<file path="src/rtl/irq_arb_pkg.sv">
package irq_arb_pkg;
    localparam int LVL_W        = 4;
    localparam int SLOT_PER_REG = 4;
    localparam int BUS_W        = LVL_W * SLOT_PER_REG;
    localparam int NUM_DBG      = 2;

    typedef logic [LVL_W-1:0] lvl_t;

    localparam lvl_t LVL_MAX = '1;
endpackage

</file>
<file path="src/rtl/irq_prio_regs.sv">
module irq_prio_regs
    import irq_arb_pkg::*;
#(
    parameter int NUM_SRC = 10,
    parameter int ADDR_W  = 4
) (
    input  logic                  clk,
    input  logic                  rst_n,
    input  logic                  wr_en,
    input  logic [ADDR_W-1:0]     wr_addr,
    input  logic [BUS_W-1:0]      wr_data,
    input  logic [ADDR_W-1:0]     rd_addr,
    output logic [BUS_W-1:0]      rd_data,
    output lvl_t [NUM_SRC-1:0]    prio_o
);
    localparam int NUM_REG = (NUM_SRC + SLOT_PER_REG - 1) / SLOT_PER_REG;
    localparam int SLOTS   = NUM_REG * SLOT_PER_REG;

    lvl_t [SLOTS-1:0] slot_d, slot_q;

    // next-state: a write lands only on slots backed by a real source
    always_comb begin
        slot_d = slot_q;
        if (wr_en) begin
            for (int r = 0; r < NUM_REG; r++) begin
                if (wr_addr == ADDR_W'(r)) begin
                    for (int j = 0; j < SLOT_PER_REG; j++) begin
                        if (r * SLOT_PER_REG + j < NUM_SRC) begin
                            slot_d[r*SLOT_PER_REG+j] = wr_data[j*LVL_W +: LVL_W];
                        end
                    end
                end
            end
        end
    end

    always_ff @(posedge clk or negedge rst_n) begin
        if (!rst_n) slot_q <= '0;
        else        slot_q <= slot_d;
    end

    always_comb begin
        rd_data = '0;
        for (int r = 0; r < NUM_REG; r++) begin
            if (rd_addr == ADDR_W'(r)) begin
                for (int j = 0; j < SLOT_PER_REG; j++) begin
                    rd_data[j*LVL_W +: LVL_W] = slot_q[r*SLOT_PER_REG+j];
                end
            end
        end
    end

    for (genvar i = 0; i < NUM_SRC; i++) begin : g_prio
        assign prio_o[i] = slot_q[i];
    end
endmodule

</file>
<file path="src/rtl/irq_edge_latch.sv">
module irq_edge_latch (
    input  logic clk,
    input  logic rst_n,
    input  logic sig_i,
    input  logic clr_i,
    output logic cand_o
);
    typedef struct packed {
        logic prev;
        logic pend;
    } edge_st_t;

    edge_st_t st_d, st_q;
    logic     rise;

    always_comb begin
        rise       = sig_i & ~st_q.prev;
        st_d.prev  = sig_i;
        st_d.pend  = (st_q.pend & ~clr_i) | rise;
        cand_o     = st_q.pend | rise;
    end

    always_ff @(posedge clk or negedge rst_n) begin
        if (!rst_n) st_q <= '0;
        else        st_q <= st_d;
    end
endmodule

</file>
<file path="src/rtl/irq_pick.sv">
module irq_pick
    import irq_arb_pkg::*;
#(
    parameter int NUM_SRC = 10,
    parameter int SRC_W   = 4
) (
    input  lvl_t [NUM_SRC-1:0]     prio_i,
    input  logic [NUM_SRC-1:0]     req_i,
    input  logic [NUM_DBG-1:0]     dbg_i,
    input  lvl_t                   mask_i,
    output logic                   hit_o,
    output logic [SRC_W-1:0]       src_o,
    output lvl_t                   lvl_o
);
    lvl_t best;

    // the bar starts at the mask, so only strictly higher levels qualify;
    // strict compare keeps the earlier candidate on a tie
    always_comb begin
        hit_o = 1'b0;
        best  = mask_i;
        src_o = '0;
        for (int d = 0; d < NUM_DBG; d++) begin
            if (dbg_i[d] && (LVL_MAX > best)) begin
                hit_o = 1'b1;
                best  = LVL_MAX;
                src_o = SRC_W'(NUM_SRC + d);
            end
        end
        for (int i = 0; i < NUM_SRC; i++) begin
            if (req_i[i] && (prio_i[i] > best)) begin
                hit_o = 1'b1;
                best  = prio_i[i];
                src_o = SRC_W'(i);
            end
        end
        lvl_o = hit_o ? best : '0;
    end
endmodule

</file>
<file path="src/rtl/irq_level_arb.sv">
module irq_level_arb
    import irq_arb_pkg::*;
#(
    parameter int NUM_SRC  = 10,
    parameter int ADDR_W   = 4,
    parameter int VEC_W    = 8,
    parameter int VEC_BASE = 64,
    parameter int BRK_VEC  = 11,
    parameter int DBG_VEC  = 12,
    localparam int SRC_W   = $clog2(NUM_SRC + NUM_DBG)
) (
    input  logic                 clk,
    input  logic                 rst_n,
    input  logic [NUM_SRC-1:0]   periph_req,
    input  logic                 brk_in,
    input  logic                 sdbg_in,
    input  logic                 bus_wr_en,
    input  logic [ADDR_W-1:0]    bus_wr_addr,
    input  logic [15:0]          bus_wr_data,
    input  logic [ADDR_W-1:0]    bus_rd_addr,
    output logic [15:0]          bus_rd_data,
    input  logic                 mask_wr_en,
    input  logic [3:0]           mask_wr_lvl,
    input  logic                 irq_ack,
    output logic                 irq_req,
    output logic [SRC_W-1:0]     irq_src,
    output logic [3:0]           irq_lvl,
    output logic [VEC_W-1:0]     irq_vec,
    output logic [3:0]           mask_lvl
);
    localparam int SRC_BRK = NUM_SRC;
    localparam int SRC_DBG = NUM_SRC + 1;

    typedef struct packed {
        logic              req;
        logic [SRC_W-1:0]  src;
        lvl_t              lvl;
        logic [VEC_W-1:0]  vec;
        lvl_t              mask;
    } arb_st_t;

    arb_st_t st_d, st_q;

    lvl_t [NUM_SRC-1:0]  prio;
    logic [NUM_DBG-1:0]  dbg_in;
    logic [NUM_DBG-1:0]  dbg_cand;
    logic [NUM_DBG-1:0]  dbg_clr;
    logic                accept;
    logic                hit;
    logic [SRC_W-1:0]    win_src;
    lvl_t                win_lvl;

    function automatic logic [VEC_W-1:0] vec_of(input logic [SRC_W-1:0] s);
        if (s == SRC_W'(SRC_BRK))      return VEC_W'(BRK_VEC);
        else if (s == SRC_W'(SRC_DBG)) return VEC_W'(DBG_VEC);
        else                           return VEC_W'(VEC_BASE) + VEC_W'(s);
    endfunction

    irq_prio_regs #(
        .NUM_SRC (NUM_SRC),
        .ADDR_W  (ADDR_W)
    ) u_regs (
        .clk     (clk),
        .rst_n   (rst_n),
        .wr_en   (bus_wr_en),
        .wr_addr (bus_wr_addr),
        .wr_data (bus_wr_data),
        .rd_addr (bus_rd_addr),
        .rd_data (bus_rd_data),
        .prio_o  (prio)
    );

    assign dbg_in = {sdbg_in, brk_in};
    assign accept = irq_ack & st_q.req;

    always_comb begin
        for (int d = 0; d < NUM_DBG; d++) begin
            dbg_clr[d] = accept && (st_q.src == SRC_W'(NUM_SRC + d));
        end
    end

    for (genvar d = 0; d < NUM_DBG; d++) begin : g_dbg
        irq_edge_latch u_edge (
            .clk    (clk),
            .rst_n  (rst_n),
            .sig_i  (dbg_in[d]),
            .clr_i  (dbg_clr[d]),
            .cand_o (dbg_cand[d])
        );
    end

    irq_pick #(
        .NUM_SRC (NUM_SRC),
        .SRC_W   (SRC_W)
    ) u_pick (
        .prio_i  (prio),
        .req_i   (periph_req),
        .dbg_i   (dbg_cand),
        .mask_i  (st_q.mask),
        .hit_o   (hit),
        .src_o   (win_src),
        .lvl_o   (win_lvl)
    );

    always_comb begin
        st_d = st_q;
        // an accepting cycle blanks the next result so the taken source is not re-shown
        st_d.req = hit & ~accept;
        st_d.src = st_d.req ? win_src         : '0;
        st_d.lvl = st_d.req ? win_lvl         : '0;
        st_d.vec = st_d.req ? vec_of(win_src) : '0;
        if (accept)          st_d.mask = st_q.lvl;
        else if (mask_wr_en) st_d.mask = mask_wr_lvl;
    end

    always_ff @(posedge clk or negedge rst_n) begin
        if (!rst_n) begin
            st_q      <= '0;
            st_q.mask <= LVL_MAX;
        end else begin
            st_q <= st_d;
        end
    end

    assign irq_req  = st_q.req;
    assign irq_src  = st_q.src;
    assign irq_lvl  = st_q.lvl;
    assign irq_vec  = st_q.vec;
    assign mask_lvl = st_q.mask;
endmodule

</file>
<file path="config.mk">
export PLATFORM = sky130hd
export DESIGN_NAME = irq_level_arb
export DESIGN_NICKNAME = d
export VERILOG_FILES = /design/src/rtl/irq_arb_pkg.sv /design/src/rtl/irq_prio_regs.sv /design/src/rtl/irq_edge_latch.sv /design/src/rtl/irq_pick.sv /design/src/rtl/irq_level_arb.sv
export SDC_FILE = /design/constraint.sdc
export NUM_CORES = 1
export LEC_CHECK = 0
export ABC_AREA = 1
export BUFFER_PORTS_ARGS = -buffer_cell sky130_fd_sc_hd__buf_2
export CAP_MARGIN = 20
export CORE_MARGIN = 3
export CORE_UTILIZATION = 40
export DETAILED_ROUTE_END_ITERATION = 10
export GPL_TIMING_DRIVEN = 0
export PLACE_DENSITY = 0.6
export SLEW_MARGIN = 20
export SYNTH_ARGS = -nofsm -noshare
export SYNTH_HDL_FRONTEND = slang
export SYNTH_SLANG_ARGS = --single-unit
export TNS_END_PERCENT = 5
</file>
<file path="constraint.sdc">
create_clock -name clk -period 33.7 [get_ports clk]
set_input_delay 1.685 -clock clk [delete_from_list [all_inputs] [get_ports clk]]
set_output_delay 1.685 -clock clk [all_outputs]
set_load 0.01 [all_outputs]
</file>
Yosys cells after proc, flatten, opt, wreduce, memory -nomap -nowiden
Cells that the tools add are included.
{ "classes": {"n_addsub": 1, "multipliers": 0, "div": 0, "order_cmp": 12, "eq_ne": 8, "n_shift": 0, "mux": 47, "bitwise_logic": 15, "reduce_logical": 20} }
{ "op_table": {"columns": ["cell", "count"], "rows": [
  ["4-bit two-way mux", 29],
  ["16-bit two-way mux", 3],
  ["4-bit > comparator", 10],
  ["8-bit two-way mux", 3],
  ["4-bit == test (second input constant)", 4],
  ["1-bit logical AND", 14],
  ["1-bit two-way mux", 12],
  ["7-bit by 4-bit adder with 8-bit output (first input constant)", 1],
  ["4-bit by 1-bit == test with 1-bit output (second input constant)", 2],
  ["4-bit by 2-bit == test with 1-bit output (second input constant)", 2],
  ["4-bit > comparator (first input constant)", 2],
  ["4-bit zero test", 2],
  ["1-bit bitwise AND", 6],
  ["2-bit AND reduction", 3],
  ["1-bit NOT", 5],
  ["1-bit bitwise OR", 4],
  ["2-bit nonzero test", 1]
]} }
{ "word_totals": {"ff_bits": 65, "latchBits": 0, "ramBits": 0, "mem_bits_ro": 0, "inputBits": 45, "out_inout_bits": 37, "wordCells": 122, "mem_count": 0} }

Longest topological paths before layout
{ "depth": {"word_depth": 42, "ltp_mapped": 102} }

Cells and area by module
A second synthesis with hierarchy kept.
{ "unflattened": {"cells_unflattened": 731, "area_unflattened_um2": 5353.9} }
{ "by_module_without_submodules": {"columns": ["module", "instances", "cells_each", "area_each_um2", "seq_area_each_um2"], "rows": [
  ["irq_pick", 1, 378, 2275.9, 0.0],
  ["irq_prio_regs", 1, 255, 2124.5, 1001.0],
  ["irq_level_arb", 1, 80, 795.8, 455.4],
  ["irq_edge_latch", 2, 9, 78.8, 50.0]
]} }

Worst setup path after synthesis
Ideal clock, no wire load.
{ "synth_timing": {"path_type": "input to register", "start": "input brk_in", "end": "register st_q (netlist bit irq_vec[0])", "arrival_ns": 12.173, "t_required_ns": 33.582, "slack_ns": 21.409, "path_stages": 95, "path_buffers": 4, "cell_sequence": "nand2_1 nand2_2 inv_2 nand3_1 nand2_1 inv_1 ha_1 a21oi_1 nand2_4 nand2_4 o21ai_0 ha_1 inv_1 o21bai_1 inv_2 nand2_2 nand2_4 nor2_1 [... 59 more ...] nand2_1 and2_1 ha_1 a21oi_1 nor2_1 a211oi_1 nor2_1 clkinv_1 nand2_1 inv_1 nand3_1 nor3_1 nand3_2 nand2_2 buf_6 inv_2 nand2_1 nor2_2"} }
{ "synth_lines": {"columns": ["element", "line_no", "source"], "rows": [
  ["start, declared", "irq_level_arb.sv:15", "input logic brk_in,"],
  ["end signal, assigned", "irq_level_arb.sv:121", "st_q <= st_d;"],
  ["end, declared", "irq_level_arb.sv:42", "arb_st_t st_d, st_q;"]
]} }

==> impl_summary.txt <==
----------------------------------------------------
[Critical path]
  Stages on worst setup path ... 96
  Top cell by count, worst path ... nand2_1
  Worst Path Max Fanout ... 10
  Critical Path RT ... 33.92 ns
  Critical path arrival ... 14.32 ns
  Buf+Inv Stages, Crit Path ... 19
  Crit start category ... input pin
  Slowest Stage Delay on Critical Path ... 0.35 ns
  WS Path Type ... input pin to register
  Kind of capture point of the worst setup path ... register
  Cell with the largest stage delay on the worst path ... ha_1
  Kind of cell adding the most delay to the critical path ... simple AND/OR/NAND/NOR gates
  Number of cells traversed by the worst register-to-register path ... 97

[Synthesis]
  Cell variety after synth ... 34
  Top cells by area in the synthesized netlist ... dfrtp_1 31%, nand2_1 12%, ha_1 8.0%, inv_1 7.8%, o21ai_0 7.1%
  Summed instance area of the synthesized netlist ... 4670 um2
  Cell taking the most area after synthesis ... dfrtp_1
  Total of warnings raised by yosys ... 0
  Post-synthesis sequential area ratio ... 32.8%
  Fraction of synthesized cell area taken by the top area cell type ... 30.6%
  Synthesized area per cell ... 7.24 um2
  FF+latch count, synth ... 61
  Gate count after technology mapping ... 645

[Global routing]
  Initial antenna violation count ... 0
  Vias in the first global route ... 4350
  Global-route wire length before repair ... 21.9 mm
  Pin count of the biggest net entering global routing ... 62
  Global route total overflow ... 0
  Aggregate global-route resource usage ... 21.5%

[Clocking]
  Clock buffers created by TritonCTS ... 9
  Number of buffers inserted to repair setup after CTS ... 0
  H-Tree Level Count ... 3
  TritonCTS Sinks ... 61
  Clock-pin slew on the worst setup and hold paths ... 0.05 ns
  Clock root buffer master ... clkbuf_16
  Quantity of hold-fixing buffers added after cts ... 0
  CTS tree ... yes
  PostCTS Resize Cnt ... 0
  Insertion delay of the later-clocked pin in the worst-skew pair ... 0.34 ns
  Maximum buffer depth of the clock tree ... 2

[Pwr]
  Sw Share ... 43.7%
  Pwr dens ... 80.4 nW/um2
  Overall power after layout ... 449 uW
  Share of power burned in the clock network ... 23.6%
  Sequential Power Share ... 25.5%
  Net switching power ... 196 uW
  Power share of the combinational group ... 50.9%
  Cell internal pwr ... 253 uW
  Worst ir drop on vdd ... 38.3 uV
  Leakage power total ... 0.00307 uW

[Detailed routing]
  DRT antenna net count ... 0
  DR pass1 iterations ... 5
  Overall via count from detail_route ... 4575
  Remaining design rule violation count ... 0
  Initial DRC count ... 362
  Final wirelength ... 13.8 mm
  Routed wire length per instance ... 15.7 um
  Post-DR vias/cell ... 5.19

[Min path]
  Worst min path class ... register to register
  Cell depth of the worst min-delay path ... 2

[Timing]
  Max-slew headroom at the worst pin ... 47.4%
  Highest attainable clock frequency ... 70.9 MHz
  Final setup viols ... 0
  Final Critical Period ... 14.10 ns
  Setup repair after global routing missed its margin ... false
  Final critical-path share of the clock period ... 41.8%
  Final sum of negative setup slack ... 0 ns
  Final Hold Vio Count ... 0
  Transition time at the pin with the least slew margin ... 0.788 ns
  Largest clock skew in the final design ... 0.00564 ns
  Pins over their slew limit ... 0
  Final WS setup ... 19.60 ns

[Placement]
  Weighted congestion at the end of routability-driven global placement ... 0.872
  Detailed Place HPWL ... 11.2 mm
  Number of buffer cells added on primary ports ... 78
  Pre-CTS setup slack ... 19.45 ns
  Number of instances in the placed design ... 865

[Run status]
  Outcome ... completed

[Layout]
  Post-layout utilization of the core ... 50.2%
  Fill cell count ... 1131
  Number of nets in the finished design ... 811
  Share of post-route cells with drive strength above 1 ... 23.5%
  Synth-to-Final Area Change ... 19.6%
  Most common cell after layout, fill and taps aside ... nand2_1
  Number of standard cells in the final layout excluding fillers ... 881
  Antenna diodes ... 0
  Leading cell types in the layout, fill and taps excluded ... 152 x nand2_1, 97 x inv_1, 77 x buf_2, 66 x o21ai_0, 62 x nand3_1

[Floorplanning]
  Num rows ... 38
  Core Box Area ... 11100 um2
  Die Height ... 114 um
  Die X-Extent ... 114 um
  Number of top-level design ports ... 82
  Starting utilization of the core area ... 41.9%
  Area of the die ... 13000 um2

[Flow run]
  Max capacitance violation total ... 0

----------------------------------------------------
[tightest hold or removal path, cell delays in order, from the launching register on]
cell     delay (ns)
dfrtp_1        0.34
nand2_1        0.05
o21ai_0        0.06
[kinds of logic (layout without fill, tap and decap cells)]
family | after synthesis | count (layout) | synth area share [%]
other cells | 1 | 3 | 0.0804
fa+ha+maj | 30 | 30 | 8.04
simple gates | 316 | 316 | 34.1
compound gates | 113 | 113 | 14.0
buf+inv | 124 | 218 | 10.9
flops | 61 | 61 | 32.8
[sequential cells by signal, summed over array words and instances (netlist names)]
name,cells
irq_req,1
irq_vec,5
u_regs.prio_o,40
g_dbg.u_edge.st_q,4
irq_src,3
mask_lvl,4
irq_lvl,4
[cells in the mapped netlist (all sizes together)]
cell	instances
dfstp	4
clkbuf	8
buf	8
o211ai	6
a211oi	1
a32o	2
nand2	178
ha	30
dfrtp	57
nor3	2
o21a	1
o21ai	66
o221ai	4
conb	1
clkinv	1
nand4	8
a31oi	1
a21oi	15
o22ai	4
nor2	45
o21bai	13
inv	107
nand3b	1
and2	4
nand3	78
[per-layer routing]
layer | vias up | GRT usage [%] | wire length (um)
li1 | 2273 | - | -
met1 | 2165 | 29.7 | 6380
met2 | 120 | 35.5 | 6590
met3 | 17 | 2.71 | 673
met4 | 0 | 5.78 | 166
met5 | - | 0 | 0
[final cells by class]
cell class | instances | area, um2 | share of cell area (%)
plain buffers | 16 | 105 | 1.88
clock buffers | 10 | 229 | 4.10
clock inverters | 6 | 111 | 1.99
inverters | 108 | 405 | 7.26
multi-input cells | 462 | 2630 | 47.2
flip-flops and latches | 61 | 1530 | 27.4
well taps | 140 | 175 | 3.14
repair buffers | 78 | 393 | 7.04
[stage by stage]
stage,hold WS [ns],cell area [um2]
final,0.484,5580
after CTS,0.486,5580
after floorplan,0.453,4670
after global routing,0.512,5580
after detailed placement,0.473,5240
after global placement,0.467,5240
[power by group through the flow]
stage | Clock [uW] | Combinational (uW) | Sequential (uW)
final | 106 | 229 | 115
after global routing | 110 | 263 | 117
after CTS | 107 | 228 | 114
after detailed placement | 0 | 226 | 115
after global placement | 0 | 219 | 115
after floorplan | 0 | 164 | 114
[final timing paths]
check,startpoint,slack (ns),to
max,brk_in,19.60,irq_lvl[1]
min,u_regs.prio_o[4],0.48,u_regs.prio_o[4]
max reg2reg,mask_lvl[3],20.56,irq_lvl[1]
min reg2reg,u_regs.prio_o[4],0.48,u_regs.prio_o[4]
max in group asynchronous,rst_n,31.75,u_regs.prio_o[12]
min in group asynchronous,rst_n,1.42,g_dbg[0].u_edge.st_q[0]
Note: power is estimated with default switching activity, not from simulation.
